--- src/rtl/can_acc_pkg.sv ---
// Package: shared widths and identifier placement for the acceptance filter.
// Assumes a 32-bit filter word and a 29-bit extended identifier.
package can_acc_pkg;
    localparam int WORD_W      = 32;
    localparam int ID_W        = 29;
    localparam int MB_ID_LSB   = 0;  // buffer path: identifier in bits 28..0
    localparam int FIFO_ID_LSB = 1;  // FIFO path: identifier in bits 29..1

    // Put the identifier into a filter word, LSB at word bit lsb.
    function automatic logic [WORD_W-1:0] place_id(input logic [ID_W-1:0] id, input int lsb);
        return WORD_W'(id) << lsb;
    endfunction
endpackage

--- src/rtl/can_acc_cmp.sv ---
// Module: one masked identifier comparator.
// Places the received identifier at ID_LSB and compares it with a filter word
// under a mask; a mask bit of 0 leaves that word position unchecked.
module can_acc_cmp
    import can_acc_pkg::*;
#(
    parameter int ID_LSB = 0
) (
    input  logic [ID_W-1:0]   id,
    input  logic [WORD_W-1:0] filter_word,
    input  logic [WORD_W-1:0] mask,
    output logic              match
);
    logic [WORD_W-1:0] rx_word;

    // Identifier placed at the word position this path uses.
    assign rx_word = place_id(id, ID_LSB);
    // Match when no bit the mask cares about differs.
    assign match   = ((rx_word ^ filter_word) & mask) == '0;
endmodule

--- src/rtl/can_acc_prio.sv ---
// Module: lowest-index-first priority encoder.
// Assumes N >= 1 and that OUT_W can hold N-1.
module can_acc_prio #(
    parameter int N     = 16,
    parameter int OUT_W = 4
) (
    input  logic [N-1:0]     req,
    output logic             any,
    output logic [OUT_W-1:0] idx
);
    // Scan from the top down so the lowest set request is the last one written.
    always_comb begin
        any = 1'b0;
        idx = '0;
        for (int i = N - 1; i >= 0; i--) begin
            if (req[i]) begin
                any = 1'b1;
                idx = OUT_W'(i);
            end
        end
    end

    // Checks that the winner asked for service and that no lower request was skipped.
    always_comb begin
        if (any) begin
            p_winner_requested_r8: assert (((req >> idx) & N'(1)) != '0);
            p_no_lower_request_r8: assert ((req & ((N'(1) << idx) - N'(1))) == '0);
        end
    end
endmodule

--- src/rtl/can_rx_accept_filter.sv ---
// Module: CAN receive acceptance filter (top).
// Stage 1 registers the per-filter match vectors for the buffer bank and the
// FIFO table. Stage 2 picks the winner (FIFO first, then the lowest index) and
// registers the result. Assumes the configuration inputs are steady around a
// strobe, since they are sampled on the edge that takes in id_valid.
module can_rx_accept_filter
    import can_acc_pkg::*;
#(
    parameter int NUM_MB   = 16,
    parameter int NUM_FIFO = 8,
    localparam int MAX_N   = (NUM_MB > NUM_FIFO) ? NUM_MB : NUM_FIFO,
    localparam int IDX_W   = (MAX_N > 1) ? $clog2(MAX_N) : 1
) (
    input  logic                       clk,
    input  logic                       rst_n,
    input  logic                       id_valid,
    input  logic [ID_W-1:0]            id_in,
    input  logic                       fifo_en,
    input  logic [WORD_W-1:0]          glob_mask,
    input  logic [WORD_W-1:0]          mask_b14,
    input  logic [WORD_W-1:0]          mask_b15,
    input  logic [NUM_MB-1:0]          mb_enable,
    input  logic [NUM_MB*WORD_W-1:0]   mb_filters,
    input  logic [NUM_FIFO*WORD_W-1:0] fifo_filters,
    output logic                       done,
    output logic                       hit,
    output logic                       hit_fifo,
    output logic [IDX_W-1:0]           hit_idx
);
    logic [NUM_MB-1:0]   mb_match;
    logic [NUM_FIFO-1:0] fifo_match;
    logic [NUM_MB-1:0]   s1_mb_hits;
    logic [NUM_FIFO-1:0] s1_fifo_hits;
    logic                s1_valid;
    logic                s1_fifo_en;
    logic                mb_any;
    logic                fifo_any;
    logic [IDX_W-1:0]    mb_idx;
    logic [IDX_W-1:0]    fifo_idx;

    // Buffer comparators; buffers 14 and 15 take their own masks.
    for (genvar i = 0; i < NUM_MB; i++) begin : g_mb
        logic [WORD_W-1:0] sel_mask;
        if (i == 14) begin : g_m14
            assign sel_mask = mask_b14;
        end else if (i == 15) begin : g_m15
            assign sel_mask = mask_b15;
        end else begin : g_mg
            assign sel_mask = glob_mask;
        end
        can_acc_cmp #(.ID_LSB(MB_ID_LSB)) u_cmp (
            .id          (id_in),
            .filter_word (mb_filters[i*WORD_W +: WORD_W]),
            .mask        (sel_mask),
            .match       (mb_match[i])
        );
    end

    // FIFO table comparators, all under the global mask.
    for (genvar j = 0; j < NUM_FIFO; j++) begin : g_fifo
        can_acc_cmp #(.ID_LSB(FIFO_ID_LSB)) u_cmp (
            .id          (id_in),
            .filter_word (fifo_filters[j*WORD_W +: WORD_W]),
            .mask        (glob_mask),
            .match       (fifo_match[j])
        );
    end

    // Stage 1: capture the match vectors, with disabled buffers removed.
    always_ff @(posedge clk) begin
        if (!rst_n) begin
            s1_valid     <= 1'b0;
            s1_fifo_en   <= 1'b0;
            s1_mb_hits   <= '0;
            s1_fifo_hits <= '0;
        end else begin
            s1_valid     <= id_valid;
            s1_fifo_en   <= fifo_en;
            s1_mb_hits   <= mb_match & mb_enable;
            s1_fifo_hits <= fifo_match;
        end
    end

    can_acc_prio #(.N(NUM_MB), .OUT_W(IDX_W)) u_mb_prio (
        .req (s1_mb_hits),
        .any (mb_any),
        .idx (mb_idx)
    );

    can_acc_prio #(.N(NUM_FIFO), .OUT_W(IDX_W)) u_fifo_prio (
        .req (s1_fifo_hits),
        .any (fifo_any),
        .idx (fifo_idx)
    );

    // Stage 2: register the result; the FIFO table beats the buffers.
    always_ff @(posedge clk) begin
        if (!rst_n) begin
            done     <= 1'b0;
            hit      <= 1'b0;
            hit_fifo <= 1'b0;
            hit_idx  <= '0;
        end else begin
            done <= s1_valid;
            if (s1_valid && s1_fifo_en && fifo_any) begin
                hit      <= 1'b1;
                hit_fifo <= 1'b1;
                hit_idx  <= fifo_idx;
            end else if (s1_valid && mb_any) begin
                hit      <= 1'b1;
                hit_fifo <= 1'b0;
                hit_idx  <= mb_idx;
            end else begin
                hit      <= 1'b0;
                hit_fifo <= 1'b0;
                hit_idx  <= '0;
            end
        end
    end

    // A strobe always yields done two edges later.
    p_done_latency_r1: assert property (@(posedge clk) disable iff (!rst_n)
        id_valid |-> ##2 done);

    // Outputs stay quiet between results.
    p_quiet_when_idle_r10: assert property (@(posedge clk) disable iff (!rst_n)
        !done |-> (!hit && !hit_fifo && hit_idx == '0));

    // A FIFO win needs the table to have been enabled when it was sampled.
    p_fifo_needs_enable_r7: assert property (@(posedge clk) disable iff (!rst_n)
        (done && hit_fifo) |-> $past(s1_fifo_en));

    // A buffer win names an existing buffer.
    p_mb_idx_range_r8: assert property (@(posedge clk) disable iff (!rst_n)
        (done && hit && !hit_fifo) |-> (int'(hit_idx) < NUM_MB));
endmodule

--- config.mk ---
export PLATFORM = sky130hd
export DESIGN_NAME = can_rx_accept_filter
export DESIGN_NICKNAME = d
export VERILOG_FILES = /design/src/rtl/can_acc_pkg.sv /design/src/rtl/can_acc_cmp.sv /design/src/rtl/can_acc_prio.sv /design/src/rtl/can_rx_accept_filter.sv
export SDC_FILE = /design/constraint.sdc
export NUM_CORES = 1
export LEC_CHECK = 0
export ABC_AREA = 1
export BUFFER_PORTS_ARGS = -buffer_cell sky130_fd_sc_hd__buf_4
export CORE_AREA = 5 5 356 358
export CTS_BUF_LIST = sky130_fd_sc_hd__clkbuf_2 sky130_fd_sc_hd__clkbuf_4 sky130_fd_sc_hd__clkbuf_8
export DETAILED_ROUTE_END_ITERATION = 6
export DIE_AREA = 0 0 361 363
export PLACE_DENSITY = 0.45
export SKIP_CTS_REPAIR_TIMING = 1
export SYNTH_ARGS = -nofsm -noshare
export SYNTH_HDL_FRONTEND = slang
export SYNTH_HIERARCHICAL = 1
export SYNTH_SLANG_ARGS = --single-unit
--- constraint.sdc ---
create_clock -name clk -period 1.5 [get_ports clk]
set_input_delay 0.3 -clock clk [delete_from_list [all_inputs] [get_ports clk]]
set_output_delay 0.3 -clock clk [all_outputs]
set_load 0.01 [all_outputs]
Yosys cells after proc, flatten, opt, wreduce, memory -nomap -nowiden
Cells that the tools add are included.

Mux-type cells: 53. Bitwise logic cells: 49. Reduce and logical (&&, ||, !) cells: 27.

Operators by type and width (count): $and A32 B32 Y32 (24); $logic_not A32 Y1 (24); $xor A29 B32 Y32 (16); $xor A30 B32 Y32 (8); $mux W4 (18); $mux W1 (27); $mux W3 (8); $and A16 B16 Y16 (1); $logic_and A1 B1 Y1 (3).

Register bits: 33. Input bits: 913. Word-level logic and storage cells: 137.

Logic depth before layout (Yosys ltp)
Depth after elaboration: 19. Gate-level depth with buffers: 17.

Modules after synthesis
Netlist, hierarchy kept.

By module, submodules not included: can_acc_cmp at g_mb[0].u_cmp ... (times used 16, cells each 162, area an instance 629.4 um2, sequential area each 0.0 um2); can_acc_cmp at g_fifo[0].u_cmp ... (times used 8, cells each 174, area an instance 698.2 um2, sequential area each 0.0 um2); can_rx_accept_filter (times used 1, cells each 113, area an instance 984.7 um2, sequential area each 660.6 um2); can_acc_prio at u_mb_prio (times used 1, cells each 49, area an instance 209.0 um2, sequential area each 0.0 um2); can_acc_prio at u_fifo_prio (times used 1, cells each 24, area an instance 110.1 um2, sequential area each 0.0 um2).

Worst setup path after synthesis
No wires, ideal clock.

Path type: flip-flop to flip-flop. Start point: reg s1_mb_hits[15]. End point: reg hit_idx[0]. Library setup time: 0.113 ns. Data arrival time: 1.144 ns. Required time: 1.387 ns. Path slack: 0.242 ns. Stages on the path, launching flop included: 8. Path buffers: 0. Clock period less this slack: 1.258 ns. Cell sequence: dfxtp_1 or2_1 nor4_1 nand2_1 nand2_1 nor2_2 nand3_1 nand2_1.

Longest elaborated chain between the ends: 19.

Ends and longest elaborated chain: start: declaration (RTL line can_rx_accept_filter.sv:32) `logic [NUM_MB-1:0] s1_mb_hits;`; start signal: assignment (RTL line can_rx_accept_filter.sv:79) `s1_mb_hits <= mb_match & mb_enable;`; $mux W1 (16 in a row) (RTL line can_acc_prio.sv:16) `if (req[i]) begin`; via mb_any (RTL line can_rx_accept_filter.sv:36) `logic mb_any;`; $logic_and A1 B1 Y1 (RTL line can_rx_accept_filter.sv:109) `end else if (s1_valid && mb_any) begin`; $mux W4 (RTL line can_rx_accept_filter.sv:109); $mux W4 (RTL line can_rx_accept_filter.sv:105) `if (s1_valid && s1_fifo_en && fifo_any) begin`; end signal: assignment (RTL line can_rx_accept_filter.sv:108) `hit_idx <= fifo_idx;`; end signal: assignment (RTL line can_rx_accept_filter.sv:112) `hit_idx <= mb_idx;`; end: declaration (RTL line can_rx_accept_filter.sv:28) `output logic [IDX_W-1:0] hit_idx`.

The timed path passes the listed nets, and every way through them passes these cells. A chain may end at the register's enable or synchronous reset.

Worst setup path after layout
Start point: reg s1_mb_hits[14]. End point: reg hit_idx[1].

RTL lines: $mux W4 (15 in a row) (RTL line can_acc_prio.sv:16); via mb_idx[1] (RTL line can_rx_accept_filter.sv:38) `logic [IDX_W-1:0] mb_idx;`; $mux W4 (RTL line can_rx_accept_filter.sv:109); $mux W4 (RTL line can_rx_accept_filter.sv:105).

The timed path passes the listed nets, and every way through them passes these cells.

==> flow_summary.ini <==
[global_route]
overflow = 0
grt_max_degree = 39
grt.total_usage = 0.192
grt_pass1_vias = 24984
grt_pass1_wl_mm = 180
antenna_found_initial = 48

[yosys]
synth-edff-count = 0
synth_area_mm2 = 0.0170
yosysWarnings = 6
synth_top_flop_cell = dfxtp_1
ys_ff_latch = 33
ys_types = 23
ys_async_sr_fraction = 0
syn_inst = 4170
syn_avg_cell_area_um2 = 4.07
ys_seq_area_frac = 0.0390
syn-num-nets = 5083

[clock_network]
cts_tree = built
cts-root-buf = clkbuf_8
clkSinkCount = 33
clock_latency_ns = 0.32
h-tree-depth = 2
clock_path_buffers = 2
numCtsBuffers = 5
path_clk_slew_ns = 0.09

[power_and_ir_drop]
p_sw_frac = 0.482
seqPwrFrac = 0.088
power.static_leakage_nw = 18.8
p_clk_frac = 0.092
p_switching_mw = 4.86
ir_worst_vdd_uv = 243
p_int_mw = 5.22
p_per_area_mw_per_mm2 = 334
comb_power_share = 0.821

[floorplan]
die_w_um = 361
io_pins = 920
coreArea_mm2 = 0.123
die_h_um = 363
start_util = 0.138
die_area_mm2 = 0.131
fp-row-count = 129

[sta]
final.setup.tns_ns = 0
rsz0062_at_grt = true
skew_ns = 0.0103
finalHoldViolCount = 0
min_period_ns = 1.47
fin_hold_ws_ns = 0.174
setup_viol = 0
slew_violations = 0
fmax_mhz = 681
period_share = 0.979

[routing]
vias = 27824
drc = 0
avgViaCountPerCell = 3.94
wl_mm = 137
drt_iter0_markers = 1923
ant_nets = 0
wl_per_cell_um = 19.4
drtPass1Iterations = 6

[critical_path]
endpoint = hit_idx[1]
reg2reg_setup_slack_ns = 0.03
reg2reg_to = hit_idx[1]
cp-end-kind = flop
critPathLaunchType = flop
critical_path_required_ns = 1.71
ff2ff_path_depth = 10
crit_type = reg2reg
cp-startpoint = s1_mb_hits[14]
cp_data_arrival_time_ns = 1.68
r2r-start = s1_mb_hits[14]
crit_fanout = 2

[layout]
finalNonFillerCells = 7070
fin_area_mm2 = 0.0301
final_cell_mix = nand2_1 (1819), buf_4 (1116), nor2_1 (866)
fillers = 14464
synthToLayoutAreaGrowth_pct = 77.8
drive_gt1_frac = 0.253
finalNetCount = 6323
final_common_cell = nand2_1

[hold_path]
hp-class = in2reg
min_path_cells = 3

[placement]
dp_hpwl_mm = 120
dpl.cell_count = 7022
place.gp.congestion = 0.914
port_buffers = 919
place_area_mm2 = 0.0289

[outcome]
status = complete, no violations

[flow_run]
maxCapViolCount = 0
## power by group through the flow
stage,registers [mW],logic (mW),clock network [mW]
2_1_floorplan,0.902,2.75,0
3_3_place_gp,0.903,7.93,0
4_1_cts,0.883,8.01,1.00
5_1_grt,0.884,9.20,1.03
6_report,0.883,8.27,0.926
3_5_place_dp,0.903,7.99,0
## cell families after synthesis
group,count (synthesis),synth area share
simple gates,3248,0.760
buf+inv,857,0.190
flops,33,0.0390
compound gates,31,0.0106
other cells,1,0.000221
## metal layers
layer	routed length, um	up-vias	global-route usage
met2	70800	857	0.368
met3	8840	102	0.0408
met4	2190	22	0.0276
met5	129	-	0
li1	-	14647	-
met1	55000	12196	0.224
## worst max-delay path, cell delays in order, from the launching register on
cell	delay, ns
dfxtp_2	0.33
or2_4	0.26
buf_4	0.14
nand3_1	0.06
nand3_1	0.07
nand3_1	0.09
nand3_1	0.07
a21oi_1	0.13
nor3_1	0.08
nand3_1	0.09
nand2_1	0.05
## worst min path at each step
stage                         from    endpoint  slack (ns)
after floorplan            fifo_en  s1_fifo_en        0.40
after CTS                  fifo_en  s1_fifo_en        0.15
after detailed placement   fifo_en  s1_fifo_en        0.50
after global placement     fifo_en  s1_fifo_en        0.49
final                      fifo_en  s1_fifo_en        0.17
after global routing      id_valid    s1_valid        0.17
## per-stage QoR
step	worst slack, ns	utilization	power, mW
5_1_grt	-0.0812	0.245	11.1
4_1_cts	-0.411	0.236	9.90
3_3_place_gp	-0.790	0.235	8.84
2_1_floorplan	0.242	-	3.66
6_report	0.0308	0.245	10.1
3_5_place_dp	-0.762	0.235	8.89
## sequential cells by signal, summed over array words and instances, names as in the netlist
signal        count
s1_fifo_en        1
s1_valid          1
s1_mb_hits       16
hit_idx           4
done              1
hit_fifo          1
s1_fifo_hits      8
hit               1
## Yosys cell counts, drive strengths merged, types with 3 or more instances
cell	instances	area [um2]
o21ai	16	80.1
inv	854	3210
buf	3	23.8
nor3	4	25.0
nand4	10	62.6
o21a	8	60.1
a21oi	6	33.8
nand3	402	2010
nor2	937	3560
dfxtp	33	661
nand2	1852	6950
or2	42	263
## area by class of cell
class / instances / area (um2) / share of cell area
well taps: 1637 / 2050 / 0.0679
diodes: 23 / 57.6 / 0.00191
inverters: 854 / 3210 / 0.106
clock inverters: 2 / 35.0 / 0.00116
clock buffers: 5 / 68.8 / 0.00228
multi-input cells: 3280 / 13500 / 0.448
flip-flops and latches: 33 / 664 / 0.0220
repair buffers: 1236 / 10600 / 0.351
No activity file was read; power rests on OpenSTA's default activity.
